**src/rtl/pdl_pkg.sv**
```systemverilog
package pdl_pkg;

  localparam int SEL_W_DEF   = 10;
  localparam int MIN_LAT_DEF = 2;

  typedef enum logic [1:0] {
    OVR_NONE = 2'b00,
    OVR_MIN  = 2'b01,
    OVR_MAX  = 2'b10
  } ovr_e;

  // Minimum override outranks maximum override.
  function automatic ovr_e decode_ovr(input logic fmin, input logic fmax);
    if (fmin)      return OVR_MIN;
    else if (fmax) return OVR_MAX;
    else           return OVR_NONE;
  endfunction

endpackage

```
**src/rtl/pdl_rst_sync.sv**
```systemverilog
module pdl_rst_sync (
  input  logic clk,
  input  logic rst_n,
  output logic rst_n_sync
);

  logic [1:0] sync_q;
  logic [1:0] sync_d;

  always_comb begin
    sync_d = {sync_q[0], 1'b1};
  end

  always_ff @(posedge clk or negedge rst_n) begin
    if (!rst_n) sync_q <= 2'b00;
    else        sync_q <= sync_d;
  end

  assign rst_n_sync = sync_q[1];

endmodule

```
**src/rtl/pdl_sel_latch.sv**
```systemverilog
module pdl_sel_latch
  import pdl_pkg::*;
#(
  parameter int SEL_W = SEL_W_DEF
) (
  input  logic             clk,
  input  logic             rst_n,
  input  logic             hold,
  input  logic             fmin,
  input  logic             fmax,
  input  logic [SEL_W-1:0] sel_in,
  input  logic             chain_in,
  output logic [SEL_W-1:0] sel_eff,
  output logic             chain_eff,
  output logic             extra_eff
);

  localparam logic [SEL_W-1:0] ALL_ONES = {SEL_W{1'b1}};

  logic [SEL_W-1:0] held_sel_q, held_sel_d;
  logic             held_chain_q, held_chain_d;
  logic             store_en;
  ovr_e             ovr;

  always_comb begin
    ovr      = decode_ovr(fmin, fmax);
    store_en = !hold || (ovr != OVR_NONE);
    held_sel_d   = held_sel_q;
    held_chain_d = held_chain_q;
    if (store_en) begin
      unique case (ovr)
        OVR_MIN: begin held_sel_d = '0;       held_chain_d = 1'b0;     end
        OVR_MAX: begin held_sel_d = ALL_ONES; held_chain_d = 1'b1;     end
        default: begin held_sel_d = sel_in;   held_chain_d = chain_in; end
      endcase
    end
  end

  always_ff @(posedge clk or negedge rst_n) begin
    if (!rst_n) begin
      held_sel_q   <= '0;
      held_chain_q <= 1'b0;
    end else begin
      held_sel_q   <= held_sel_d;
      held_chain_q <= held_chain_d;
    end
  end

  always_comb begin
    unique case (ovr)
      OVR_MIN: begin sel_eff = '0;       chain_eff = 1'b0; extra_eff = 1'b0; end
      OVR_MAX: begin sel_eff = ALL_ONES; chain_eff = 1'b1; extra_eff = 1'b1; end
      default: begin
        sel_eff   = hold ? held_sel_q   : sel_in;
        chain_eff = hold ? held_chain_q : chain_in;
        extra_eff = 1'b0;
      end
    endcase
  end


  held_stable_chk: assert property (@(posedge clk) disable iff (!rst_n)
    (hold && !fmin && !fmax) |=> $stable(held_sel_q) && $stable(held_chain_q));


  min_clears_chk: assert property (@(posedge clk) disable iff (!rst_n)
    fmin |=> (held_sel_q == '0) && !held_chain_q);


  max_fills_chk: assert property (@(posedge clk) disable iff (!rst_n)
    (fmax && !fmin) |=> (held_sel_q == ALL_ONES) && held_chain_q);

endmodule

```
**src/rtl/pdl_stage.sv**
```systemverilog
module pdl_stage #(
  parameter int DEPTH = 1
) (
  input  logic clk,
  input  logic rst_n,
  input  logic insert,
  input  logic din,
  output logic dout
);

  logic [DEPTH-1:0] sr_q, sr_d;

  generate
    if (DEPTH == 1) begin : g_single
      always_comb sr_d = din;
    end else begin : g_multi
      always_comb sr_d = {sr_q[DEPTH-2:0], din};
    end
  endgenerate

  always_ff @(posedge clk or negedge rst_n) begin
    if (!rst_n) sr_q <= '0;
    else        sr_q <= sr_d;
  end

  assign dout = insert ? sr_q[DEPTH-1] : din;


  shift_entry_chk: assert property (@(posedge clk) disable iff (!rst_n)
    1'b1 |=> sr_q[0] == $past(din));

endmodule

```
**src/rtl/prog_delay_line.sv**
```systemverilog
module prog_delay_line
  import pdl_pkg::*;
#(
  parameter int SEL_W   = SEL_W_DEF,
  parameter int MIN_LAT = MIN_LAT_DEF
) (
  input  logic             clk,
  input  logic             rst_n,
  input  logic             din,
  input  logic [SEL_W-1:0] sel,
  input  logic             sel_chain,
  input  logic             hold_sel,
  input  logic             force_min,
  input  logic             force_max,
  input  logic             blank,
  output logic             dout,
  output logic             cas,
  output logic             cas_n
);

  localparam int N_SECT = SEL_W + 1;

  logic             rst_n_int;
  logic [SEL_W-1:0] sel_eff;
  logic             chain_eff;
  logic             extra_eff;
  logic [N_SECT:0]  chain_sig;
  logic             line_out;

  pdl_rst_sync u_rst (
    .clk        (clk),
    .rst_n      (rst_n),
    .rst_n_sync (rst_n_int)
  );

  pdl_sel_latch #(.SEL_W(SEL_W)) u_latch (
    .clk       (clk),
    .rst_n     (rst_n_int),
    .hold      (hold_sel),
    .fmin      (force_min),
    .fmax      (force_max),
    .sel_in    (sel),
    .chain_in  (sel_chain),
    .sel_eff   (sel_eff),
    .chain_eff (chain_eff),
    .extra_eff (extra_eff)
  );

  assign chain_sig[0] = din;

  generate
    for (genvar k = 0; k < SEL_W; k++) begin : g_sect
      pdl_stage #(.DEPTH(1 << k)) u_sect (
        .clk    (clk),
        .rst_n  (rst_n_int),
        .insert (sel_eff[k]),
        .din    (chain_sig[k]),
        .dout   (chain_sig[k+1])
      );
    end
  endgenerate

  pdl_stage #(.DEPTH(1)) u_extra (
    .clk    (clk),
    .rst_n  (rst_n_int),
    .insert (extra_eff),
    .din    (chain_sig[SEL_W]),
    .dout   (chain_sig[N_SECT])
  );

  generate
    if (MIN_LAT == 0) begin : g_no_pipe
      assign line_out = chain_sig[N_SECT];
    end else begin : g_pipe
      logic [MIN_LAT-1:0] pipe_q, pipe_d;
      if (MIN_LAT == 1) begin : g_p1
        always_comb pipe_d = chain_sig[N_SECT];
      end else begin : g_pn
        always_comb pipe_d = {pipe_q[MIN_LAT-2:0], chain_sig[N_SECT]};
      end
      always_ff @(posedge clk or negedge rst_n_int) begin
        if (!rst_n_int) pipe_q <= '0;
        else            pipe_q <= pipe_d;
      end
      assign line_out = pipe_q[MIN_LAT-1];
    end
  endgenerate

  assign dout  = blank ? 1'b0 : line_out;
  assign cas   = chain_eff;
  assign cas_n = ~chain_eff;


  blank_low_chk: assert property (@(posedge clk) disable iff (!rst_n_int)
    blank |-> !dout);


  min_cas_low_chk: assert property (@(posedge clk) disable iff (!rst_n_int)
    force_min |-> !cas && cas_n);


  max_cas_high_chk: assert property (@(posedge clk) disable iff (!rst_n_int)
    (force_max && !force_min) |-> cas && !cas_n);

endmodule

```
**config.mk**
```make
export PLATFORM = sky130hd
export DESIGN_NAME = prog_delay_line
export DESIGN_NICKNAME = d
export VERILOG_FILES = /design/src/rtl/pdl_pkg.sv /design/src/rtl/pdl_rst_sync.sv /design/src/rtl/pdl_sel_latch.sv /design/src/rtl/pdl_stage.sv /design/src/rtl/prog_delay_line.sv
export SDC_FILE = /design/constraint.sdc
export NUM_CORES = 1
export LEC_CHECK = 0
export CAP_MARGIN = 20
export CORE_UTILIZATION = 57
export CTS_BUF_LIST = sky130_fd_sc_hd__clkbuf_4
export DETAILED_ROUTE_END_ITERATION = 10
export MAX_ROUTING_LAYER = met4
export PLACE_DENSITY = 0.87
export SYNTH_ARGS = -nofsm -noshare
export SYNTH_HDL_FRONTEND = slang
export SYNTH_SLANG_ARGS = --single-unit
```
**constraint.sdc**
```tcl
create_clock -name clk -period 30.1 [get_ports clk]
set_input_delay 4.515 -clock clk [delete_from_list [all_inputs] [get_ports clk]]
set_output_delay 4.515 -clock clk [all_outputs]
set_load 0.1 [all_outputs]
```
* Word level (Yosys, flattened, before mapping)
Index checks and enable logic that the tools add are counted.
** Word-level totals
- Register bits after elaboration :: 1039
- Input bits :: 18
- Output and inout port bits :: 3
** Cells by class
- Equal/unequal tests :: 2
- Muxes and demuxes :: 21
- Bitwise operators :: 1
- Reductions and logical operators :: 3
** Operators with widths (number)
- one-hot mux 10 bit (2 select lines) :: 2
- 2-to-1 mux 1 bit :: 14
- 2-to-1 mux 10 bit :: 1
- 2-to-1 mux 2 bit :: 2
- one-hot mux 1 bit (2 select lines) :: 2
- == test 2 x 1 -> 1 bit (second input constant) :: 1
- == test 2 bit (second input constant) :: 1
- nonzero test 2 bit :: 1
- zero test 1 bit :: 1
- logical OR 1 bit :: 1
- NOT 1 bit :: 1

* Depth between registers and ports, before layout
Gate-level depths: netlist of run 1.
- Depth in word-level cells :: 15
- Depth in mapped cells :: 9

* Modules after synthesis
Synthesis of run 1 repeated with hierarchy kept, for this count alone.
** Unflattened totals
- Cell total of the unflattened synthesis :: 1093
- Area total of the unflattened synthesis :: 26442.9 um2
** By module, submodules not included
- pdl_stage (g_sect[9].u_sect) :: times used 1, cells each 513, area an instance 12827.3 um2, seq. area each 12812.3 um2
- pdl_stage (g_sect[8].u_sect) :: times used 1, cells each 257, area an instance 6421.2 um2, seq. area each 6406.1 um2
- pdl_stage (g_sect[7].u_sect) :: times used 1, cells each 129, area an instance 3218.1 um2, seq. area each 3203.1 um2
- pdl_stage (g_sect[6].u_sect) :: times used 1, cells each 65, area an instance 1616.6 um2, seq. area each 1601.5 um2
- pdl_stage (g_sect[5].u_sect) :: times used 1, cells each 33, area an instance 815.8 um2, seq. area each 800.8 um2
- pdl_sel_latch :: times used 1, cells each 51, area an instance 531.8 um2, seq. area each 275.3 um2
- pdl_stage (g_sect[4].u_sect) :: times used 1, cells each 17, area an instance 415.4 um2, seq. area each 400.4 um2
- pdl_stage (g_sect[3].u_sect) :: times used 1, cells each 9, area an instance 215.2 um2, seq. area each 200.2 um2
- pdl_stage (g_sect[2].u_sect) :: times used 1, cells each 5, area an instance 115.1 um2, seq. area each 100.1 um2
- pdl_stage (g_sect[0].u_sect ...) :: times used 2, cells each 2, area an instance 40.0 um2, seq. area each 25.0 um2
- prog_delay_line :: times used 1, cells each 4, area an instance 67.6 um2, seq. area each 50.0 um2
- pdl_stage (g_sect[1].u_sect) :: times used 1, cells each 3, area an instance 65.1 um2, seq. area each 50.0 um2
- pdl_rst_sync :: times used 1, cells each 3, area an instance 53.8 um2, seq. area each 50.0 um2

* Least setup slack after synthesis of run 1
OpenSTA, ideal clock, no wires.
- Kind :: input to output
- Start :: in hold_sel
- End :: out cas_n
- Data arrival time :: 7.483 ns
- Slack :: 18.102 ns
- Cell stages on the path :: 5
- Cell sequence :: buf_6 > buf_2 > mux2i_1 > a21oi_1 > inv_1
** Between the ends
- Word-level cells in the longest chain between the ends :: 3
** RTL lines
- from (decl) :: line prog_delay_line.sv:12 : input logic hold_sel,
- 2-to-1 mux 1 bit :: line pdl_sel_latch.sv:55 : chain_eff = hold ? held_chain_q : chain_in;
- one-hot mux 1 bit (2 select lines) :: line pdl_sel_latch.sv:50 : unique case (ovr)
- named net cas :: line prog_delay_line.sv:17 : output logic cas,
- NOT 1 bit :: line prog_delay_line.sv:91 : assign cas_n = ~chain_eff;
- to (decl) :: line prog_delay_line.sv:18 : output logic cas_n
The timed path passes the listed nets, and every way through them passes these cells.

* Worst setup path after layout of run 1
- Start :: in hold_sel
- End :: out cas_n
** Between the ends
- Word-level cells in the longest chain between the ends :: 3
** RTL lines (line)
- 2-to-1 mux 1 bit :: pdl_sel_latch.sv:55
- one-hot mux 1 bit (2 select lines) :: pdl_sel_latch.sv:50
- NOT 1 bit :: prog_delay_line.sv:91
Every way passes these cells.

==> flow_metrics.py, run 1 <==
metrics = {
    "sta": {
        "setup_viol": 0,
        "finalMaxSlewViolations": 0,
        "tns_ns": 0,
        "slew_headroom_pct": 33.9,
        "worst_pin_slew_ns": 0.992,
        "final_hold_viol_count": 0,
        "period_share_pct": 39.2,
        "rsz0062_at_grt": "false",
        "finalCriticalPeriod_ns": 11.81,
        "maxClockFrequency_mhz": 84.7,
        "fin_skew_ns": 0.0893,
    },
    "hold_path": {
        "hold_class": "reg -> reg",
        "holdPathStages": 0,
        "min_to": "g_sect[8].u_sect.sr_q[236]",
        "hp-start": "g_sect[8].u_sect.sr_q[235]",
    },
    "logic_synthesis": {
        "yosys_warnings": 0,
        "synth_cells": 1123,
        "synth_top_cell_by_area": "dfrtp_1",
        "syn_area_sq_um": 26600,
        "synth.distinct_cells": 27,
        "syn_nets": 1141,
        "synth_area_leaders": "dfrtp_1, mux2_2, nor2_1",
        "synth_top_area_share_pct": 97.9,
        "ys_seq_elements": 1039,
        "ys_seq_area_share_pct": 97.9,
        "avgSynthCellArea_sq_um": 23.6,
    },
    "route": {
        "drc": 0,
        "drt_iter0_markers": 964,
        "vias": 10487,
        "dr.pass1.iters": 4,
        "vias_per_cell": 4.86,
        "wl_per_cell_um": 25.1,
        "postRouteAntennaNets": 0,
        "drt-total-wl_um": 54200,
    },
    "pwr": {
        "p_leak_nw": 16.3,
        "powerDensity_nw_per_um2": 86.8,
        "peakVddDrop_mv": 0.0644,
    },
    "final_layout": {
        "fin_area_sq_um": 30700,
        "layout.nets": 1406,
        "fin_util_pct": 67.2,
        "area_growth_pct": 15.6,
        "drive_above_1_share_pct": 24.8,
    },
    "worst_setup_path": {
        "cp-end-kind": "output pin",
        "start_kind": "primary input",
        "r2r_setup_slack_ns": 25.54,
        "slowest_stage": "clkdlybuf4s50_1",
        "crit_required_ns": 25.59,
        "crit_family": "buffers and inverters",
        "cpMostUsedCell": "clkdlybuf4s50_1",
        "startpoint": "hold_sel",
        "rr_endpoint": "g_sect[7].u_sect.sr_q[24]",
        "crit_chain": "clkdlybuf4s50_1, mux2i_1, a21oi_1, inv_1, clkdlybuf4s50_1",
        "r2r_cells": 7,
        "slowest_delay_ns": 1.13,
        "rr_startpoint": "u_rst.sync_q[1]",
        "critPathBufInv": 3,
        "crit_arrival_ns": 7.30,
        "cp_max_fo": 18,
        "timing_worst_setup_path_type": "in -> out",
    },
    "floorplanning": {
        "placementRows": 78,
        "die_height_um": 218,
        "die_w_um": 218,
        "dieArea_sq_um": 47400,
        "io_pins": 21,
        "coreArea_sq_um": 45700,
        "start_util_pct": 58.1,
    },
    "global_route": {
        "grt_antenna_before_repair": 7,
        "grt_max_degree": 101,
        "grt_pass1_wl_um": 75100,
        "overflow": 0,
        "grt_pass1_vias": 12400,
        "grt_usage_pct": 22.9,
    },
    "clock_tree": {
        "tritoncts": "done",
        "clkLatencyLatePin_ns": 1.04,
        "cts.clk_slew.worst_paths_ns": 0.12,
        "cts_hold_buf": 0,
        "cts_num_sinks": 1039,
        "clock_path_buffers": 3,
        "post_cts_buffers": 0,
        "cts_buffers": 228,
        "h-tree-depth": 4,
        "cts_resized": 0,
        "cts_root_buf": "clkbuf_4",
    },
    "placement": {
        "placed_area_sq_um": 27600,
        "dpl.hpwl_um": 22200,
        "port_buffers": 20,
        "gp_congestion": 0.740,
    },
    "job": {
        "max_cap_viol_count": 0,
    },
    "status": {
        "status": "finished, final reports clean",
    },
}
-- kinds of logic after synthesis --
family	Yosys count	share of synthesized area, %
AOI/OAI and AO/OA	25	0.669
other	1	0.0141
DFF	1039	97.9
buffers and inverters	12	0.207
and+or+nand+nor	32	0.584
muxes	14	0.598
-- Yosys cell counts --
cell type / number
nor2_1: 13
or3_1: 1
o31ai_2: 1
buf_6: 1
mux2_2: 8
dfrtp_1: 1039
mux2i_2: 1
buf_2: 2
nand2_1: 5
mux2i_1: 4
nor2b_1: 6
and2_1: 3
a211oi_1: 4
nor3_1: 2
a32oi_2: 1
nor3b_1: 2
conb_1: 1
o21ai_0: 6
inv_1: 8
mux2_4: 1
a32oi_1: 1
o311ai_0: 1
clkbuf_1: 1
a31oi_1: 1
o21ba_2: 1
o2bb2ai_2: 1
a21oi_1: 8
-- cell type report --
cell class | instances | area (sq um)
diodes | 6 | 15.0
clock inverters | 56 | 369
multi-input cells | 72 | 495
flip-flops and latches | 1039 | 26000
well taps | 600 | 751
fillers | 2616 | 15000
inverters | 8 | 30.0
repair buffers | 39 | 483
clock buffers | 340 | 2550
-- per-layer routing --
| metal | share of wire (%) | track usage [%] |
|---|---|---|
| met1 | 43 | 31.0 |
| met5 | 0 | - |
| met2 | 50 | 32.8 |
| met4 | 2.5 | 9.53 |
| met3 | 4.3 | 7.32 |
-- report_power, final --
group | leakage (nW) | switching (mW) | internal, mW
Sequential | 14.1 | 0.0330 | 1.45
Clock | 1.74 | 0.570 | 0.564
Combinational | 0.441 | 0.0383 | 0.0105
Total | 16.3 | 0.642 | 2.02
-- worst max path at each step --
stage / to / slack [ns] / depth (start not counted)
finish: cas_n / 18.29 / 5
detailed placement: cas_n / 18.41 / 5
CTS: cas_n / 18.36 / 5
global route: cas / 18.26 / 4
global placement: cas_n / 18.56 / 5
floorplan: g_pipe.pipe_q[0] / 13.25 / 0
-- placed cells by master, fill, tap and decap left out, types with 3 or more instances in the layout --
cell	Yosys	final
a211oi_1	4	4
buf_16	0	7
nor2b_1	6	6
a21oi_1	8	8
and2_1	3	3
clkinv_1	0	44
bufinv_16	0	6
o21ai_0	6	6
diode_2	0	6
mux2_2	8	8
buf_4	0	12
inv_1	8	8
clkbuf_4	0	340
inv_2	0	5
mux2i_1	4	4
clkdlybuf4s50_1	0	20
dfrtp_1	1039	1038
nand2_1	5	5
nor2_1	13	13
-- sequential cells by signal (all words and copies together), names as in the netlist --
signal and count:
u_latch.held_chain_q 1, g_sect.u_sect.sr_q 1023, u_rst.sync_q 2, g_pipe.pipe_q 2, u_extra.sr_q 1, u_latch.held_sel_q 10
-- stage by stage --
step	power (mW)	instances	hold slack (ns)	setup WS, ns
floorplan	1.52	1123	0.331	13.25
global placement	1.53	1751	0.333	18.56
detailed placement	1.54	1751	0.335	18.41
CTS	2.65	2147	0.280	18.36
global route	2.78	2158	0.293	18.26
finish	2.67	2160	0.295	18.29
No activity file was read; power rests on OpenSTA's default activity.
==> run 2, diff against run 1 <==
- CORE_UTILIZATION: 57 -> 60
- clock period: 30.1 -> 10.95 ns (I/O delays scaled with it)
==> flow_metrics.py, run 2 (synthesis results as in run 1) <==
metrics = {
    "global_route": {
        "overflow": 0,
        "grt_usage_pct": 24.3,
        "grt_antenna_before_repair": 11,
        "grt_max_degree": 216,
        "grt_pass1_vias": 12273,
        "grt_pass1_wl_um": 74800,
    },
    "floorplanning": {
        "start_util_pct": 61.2,
        "placementRows": 76,
        "coreArea_sq_um": 43400,
        "dieArea_sq_um": 45100,
        "die_height_um": 212,
        "die_w_um": 212,
        "io_pins": 21,
    },
    "final_layout": {
        "area_growth_pct": 15.0,
        "layout.nets": 1395,
        "layout_common_cells": "dfrtp_1, clkbuf_4, clkinv_1, clkdlybuf4s50_1, nor2_1",
        "mostFrequentLayoutCell": "dfrtp_1",
        "fillCellCount": 2343,
        "drive_above_1_share_pct": 25.4,
        "largestRegisters": "g_sect.u_sect.sr_q: 1023 flops, u_latch.held_sel_q: 10 flops",
        "max_flop_register": "g_sect.u_sect.sr_q",
        "fin_util_pct": 70.4,
        "largest_reg_flops": 1023,
    },
    "route": {
        "wl_per_cell_um": 24.3,
        "drc": 0,
        "drt-total-wl_um": 51900,
        "drt_iter0_markers": 826,
        "vias": 10330,
        "vias_per_cell": 4.83,
        "dr.pass1.iters": 4,
        "postRouteAntennaNets": 0,
    },
    "clock_tree": {
        "cts_hold_buf": 0,
        "post_cts_buffers": 0,
        "cts.clk_slew.worst_paths_ns": 0.07,
        "cts_root_buf": "clkbuf_4",
        "cts_buffers": 226,
        "cts_resized": 0,
        "cts_num_sinks": 1039,
        "tritoncts": "done",
        "clkLatencyLatePin_ns": 1.03,
        "clock_path_buffers": 3,
        "h-tree-depth": 4,
    },
    "placement": {
        "dpl.hpwl_um": 23300,
        "gp_congestion": 0.753,
        "port_buffers": 20,
    },
    "pwr": {
        "p_leak_nw": 16.2,
        "powerDensity_nw_per_um2": 236,
        "peakVddDrop_mv": 0.114,
    },
    "job": {
        "max_cap_viol_count": 0,
    },
    "sta": {
        "fin_skew_ns": 0.0815,
        "maxClockFrequency_mhz": 164,
        "worst_pin_slew_ns": 1.15,
        "finalMaxSlewViolations": 0,
        "setup_viol": 0,
        "rsz0062_at_grt": "false",
        "slew_headroom_pct": 23.3,
        "finalCriticalPeriod_ns": 6.11,
        "final_hold_viol_count": 0,
        "hold_ws_ns": 0.263,
        "tns_ns": 0,
        "period_share_pct": 55.8,
    },
    "worst_setup_path": {
        "crit_arrival_ns": 4.47,
        "start_kind": "primary input",
        "timing_worst_setup_path_type": "in -> out",
        "cp_max_fo": 18,
        "crit_required_ns": 9.31,
        "cp-end-kind": "output pin",
    },
    "hold_path": {
        "hold_class": "reg -> async",
    },
    "status": {
        "status": "finished, final reports clean",
    },
}
## run 2: worst paths after layout
| check | start | end | slack (ns) | depth (start not counted) |
|---|---|---|---|---|
| min reg2reg | u_rst.sync_q[1] | g_sect[9].u_sect.sr_q[276] | 0.26 | 0 |
| min | u_rst.sync_q[1] | g_sect[9].u_sect.sr_q[276] | 0.26 | 0 |
| max in group asynchronous | u_rst.sync_q[1] | g_sect[8].u_sect.sr_q[136] | 8.14 | 3 |
| max | hold_sel | cas | 4.84 | 4 |
| max reg2reg | u_rst.sync_q[1] | g_sect[8].u_sect.sr_q[136] | 8.14 | 3 |
| min in group clk | g_sect[7].u_sect.sr_q[81] | g_sect[7].u_sect.sr_q[82] | 0.29 | 0 |
## run 2: layout make-up
class | count | area (sq um) | share of cell area [%]
Inverter | 8 | 30.0 | 0.0983
Sequential cell | 1039 | 26000 | 85.1
Tap cell | 585 | 732 | 2.40
Clock buffer | 363 | 2730 | 8.92
Antenna cell | 4 | 10.0 | 0.0328
Clock inverter | 38 | 173 | 0.565
Multi-Input combinational cell | 72 | 495 | 1.62
Timing Repair Buffer | 30 | 373 | 1.22
## run 2: worst max-delay path, stage by stage
cell and delay (ns):
clkdlybuf4s50_1 1.08, mux2i_1 0.22, a21oi_1 0.29, clkdlybuf4s50_1 1.23
## run 2: stage by stage
| stage | area (sq um) | total power [mW] | setup slack (ns) | instances |
|---|---|---|---|---|
| after detailed placement | 27600 | 4.25 | 4.92 | 1731 |
| after CTS | 30400 | 7.24 | 4.86 | 2132 |
| final | 30500 | 7.22 | 4.84 | 2139 |
| after floorplan | 26600 | 4.17 | 0.985 | 1123 |
| after global routing | 30500 | 7.55 | 4.75 | 2139 |
| after global placement | 27600 | 4.21 | 5.15 | 1731 |
## run 2: where the power goes
group | switching (mW) | total [mW] | internal (mW)
clock | 1.51 | 3.03 | 1.51
combinational | 0.101 | 0.126 | 0.0250
sequential | 0.0808 | 4.07 | 3.98
## run 2: metal layers
layer  vias to the layer above  global-route usage (%)  part of all wire, %
li1                       4182                       -                    -
met1                      5775                    33.4                   42
met2                       294                    35.0                   51
met3                        79                    6.82                  4.9
met4                         0                    10.0                  2.4
met5                         -                       -                    0
==> run 3, diff against run 2 <==
- CORE_UTILIZATION: 60 -> 57
- clock period: 10.95 -> 5 ns (I/O delays scaled with it)
==> flow_metrics.py, run 3 (synthesis results as in run 1) <==
metrics = {
    "status": {
        "status": "finished, final reports clean",
    },
    "final_layout": {
        "layout.nets": 1399,
        "mostFrequentLayoutCell": "dfrtp_1",
        "drive_above_1_share_pct": 25.5,
        "fillCellCount": 2636,
        "largestRegisters": "g_sect.u_sect.sr_q: 1023 flops, u_latch.held_sel_q: 10 flops",
        "area_growth_pct": 15.3,
        "layout_common_cells": "dfrtp_1, clkbuf_4, clkinv_1, clkdlybuf4s50_1, nor2_1",
        "largest_reg_flops": 1023,
        "max_flop_register": "g_sect.u_sect.sr_q",
        "fin_util_pct": 67.0,
        "seq_area_sq_um": 26000,
        "multi_input_area_sq_um": 495,
        "final_cells": 2168,
    },
    "worst_setup_path": {
        "startpoint": "hold_sel",
        "crit_arrival_ns": 2.66,
        "rr_startpoint": "u_latch.held_sel_q[2]",
        "start_kind": "primary input",
        "cp_max_fo": 18,
        "cp-end-kind": "output pin",
        "crit_required_ns": 4.25,
        "timing_worst_setup_path_type": "in -> out",
    },
    "route": {
        "postRouteAntennaNets": 0,
        "drt_iter0_markers": 819,
        "vias_per_cell": 4.59,
        "top_layer": "met4",
        "vias": 9954,
        "wl_met2_um": 20300,
        "routed-wl-met3_um": 2650,
        "drt-total-wl_um": 43300,
        "dr.pass1.iters": 4,
        "wl_met1_um": 19500,
        "drc": 0,
        "wl_per_cell_um": 20.0,
    },
    "sta": {
        "slew_headroom_pct": 26.9,
        "fin_skew_ns": 0.0811,
        "finalCriticalPeriod_ns": 3.41,
        "rsz0062_at_grt": "false",
        "period_share_pct": 68.1,
        "setup_viol": 0,
        "final_hold_viol_count": 0,
        "tns_ns": 0,
        "layout_setup_ws_ns": 1.59,
        "worst_pin_slew_ns": 1.10,
        "finalMaxSlewViolations": 0,
        "maxClockFrequency_mhz": 294,
    },
    "pwr": {
        "clkPwrFrac_pct": 41.2,
        "power.net_switching_mw": 3.44,
        "p_int_mw": 12.1,
        "peakVddDrop_mv": 0.319,
        "switching_share_pct": 22.1,
        "power.total_mw": 15.6,
        "p_leak_nw": 16.2,
        "powerDensity_nw_per_um2": 509,
        "comb_power_share_pct": 1.7,
        "seq_power_share_pct": 57.2,
    },
    "floorplanning": {
        "start_util_pct": 58.1,
        "placementRows": 78,
        "io_pins": 21,
        "dieArea_sq_um": 47400,
        "die_height_um": 218,
        "die_w_um": 218,
        "coreArea_sq_um": 45700,
    },
    "global_route": {
        "overflow": 0,
        "grt_pass1_wl_um": 70400,
        "grt_max_degree": 206,
        "grt_pass1_vias": 12061,
        "grt_antenna_before_repair": 9,
        "grt_usage_pct": 21.2,
    },
    "clock_tree": {
        "cts_num_sinks": 1039,
        "tritoncts": "done",
        "h-tree-depth": 4,
        "clkLatencyLatePin_ns": 1.02,
        "clock_path_buffers": 3,
        "cts_buffers": 229,
        "cts_root_buf": "clkbuf_4",
        "cts.clk_slew.worst_paths_ns": 0.14,
    },
    "placement": {
        "dp_cells": 1749,
        "dpl.hpwl_um": 21400,
        "port_buffers": 20,
        "pre_cts_slack_ns": 1.53,
        "gp_congestion": 0.746,
    },
    "hold_path": {
        "hold_class": "reg -> reg",
        "hp-start": "g_sect[6].u_sect.sr_q[38]",
    },
    "job": {
        "max_cap_viol_count": 0,
    },
}
## run 3: cell types whose count changed in the layout (fill, tap and decap cells not counted), moves of 2 or more
cell,before,now
buf_12,3,6
buf_16,3,0
buf_4,4,6
clkbuf_4,363,365
clkdlybuf4s50_1,20,18
clkinv_1,32,43
clkinv_2,3,6
diode_2,4,2
## run 3: metrics by stage
| step | hold WS, ns | cell area, sq um |
|---|---|---|
| detailed placement | 0.335 | 27600 |
| finish | 0.285 | 30600 |
| floorplan | 0.331 | 26600 |
| global route | 0.209 | 30600 |
| CTS | 0.174 | 30600 |
| global placement | 0.333 | 27600 |
## run 3: critical path: stages
cell	delay [ns]
clkdlybuf4s50_1	0.99
mux2i_1	0.24
a21oi_1	0.31
buf_4	0.36
## run 3: path summary, 6_finish.rpt
kind | depth (start not counted) | slack (ns) | end
min | 0 | 0.29 | g_sect[6].u_sect.sr_q[39]
max in group asynchronous | 1 | 3.04 | g_sect[9].u_sect.sr_q[288]
min in group asynchronous | 0 | 0.39 | g_sect[8].u_sect.sr_q[131]
min reg2reg | 0 | 0.29 | g_sect[6].u_sect.sr_q[39]
max reg2reg | 7 | 2.98 | g_sect[8].u_sect.sr_q[0]
max | 4 | 1.59 | cas
## run 3: layout make-up
class	instances	share of cell area, %
flip-flops and latches	1039	85.0
clock buffers	365	8.95
well taps	600	2.45
multi-input cells	72	1.62
repair buffers	31	1.16
clock inverters	51	0.736
inverters	8	0.0981
diodes	2	0.0164
## run 3: what timing repair did
action / CTS / global route
hold buffers: 1 / 0
gates resized for setup: 0 / 0
setup buffers: 0 / 0
hold endpoints to repair: 2 / 0
## run 3: layer usage
layer	GRT usage [%]	vias up
li1	-	4199
met1	29.1	5407
met2	29.5	285
met3	7.78	63
met4	8.32	0
met5	-	-
## run 3: power groups by stage
stage               Sequential [mW]  Clock, mW  Combinational [mW]
floorplan                      9.06          0              0.0643
global placement               8.99          0               0.239
detailed placement             9.04          0               0.268
CTS                            8.90       6.66               0.269
global route                   8.92       7.12               0.300
finish                         8.90       6.41               0.260
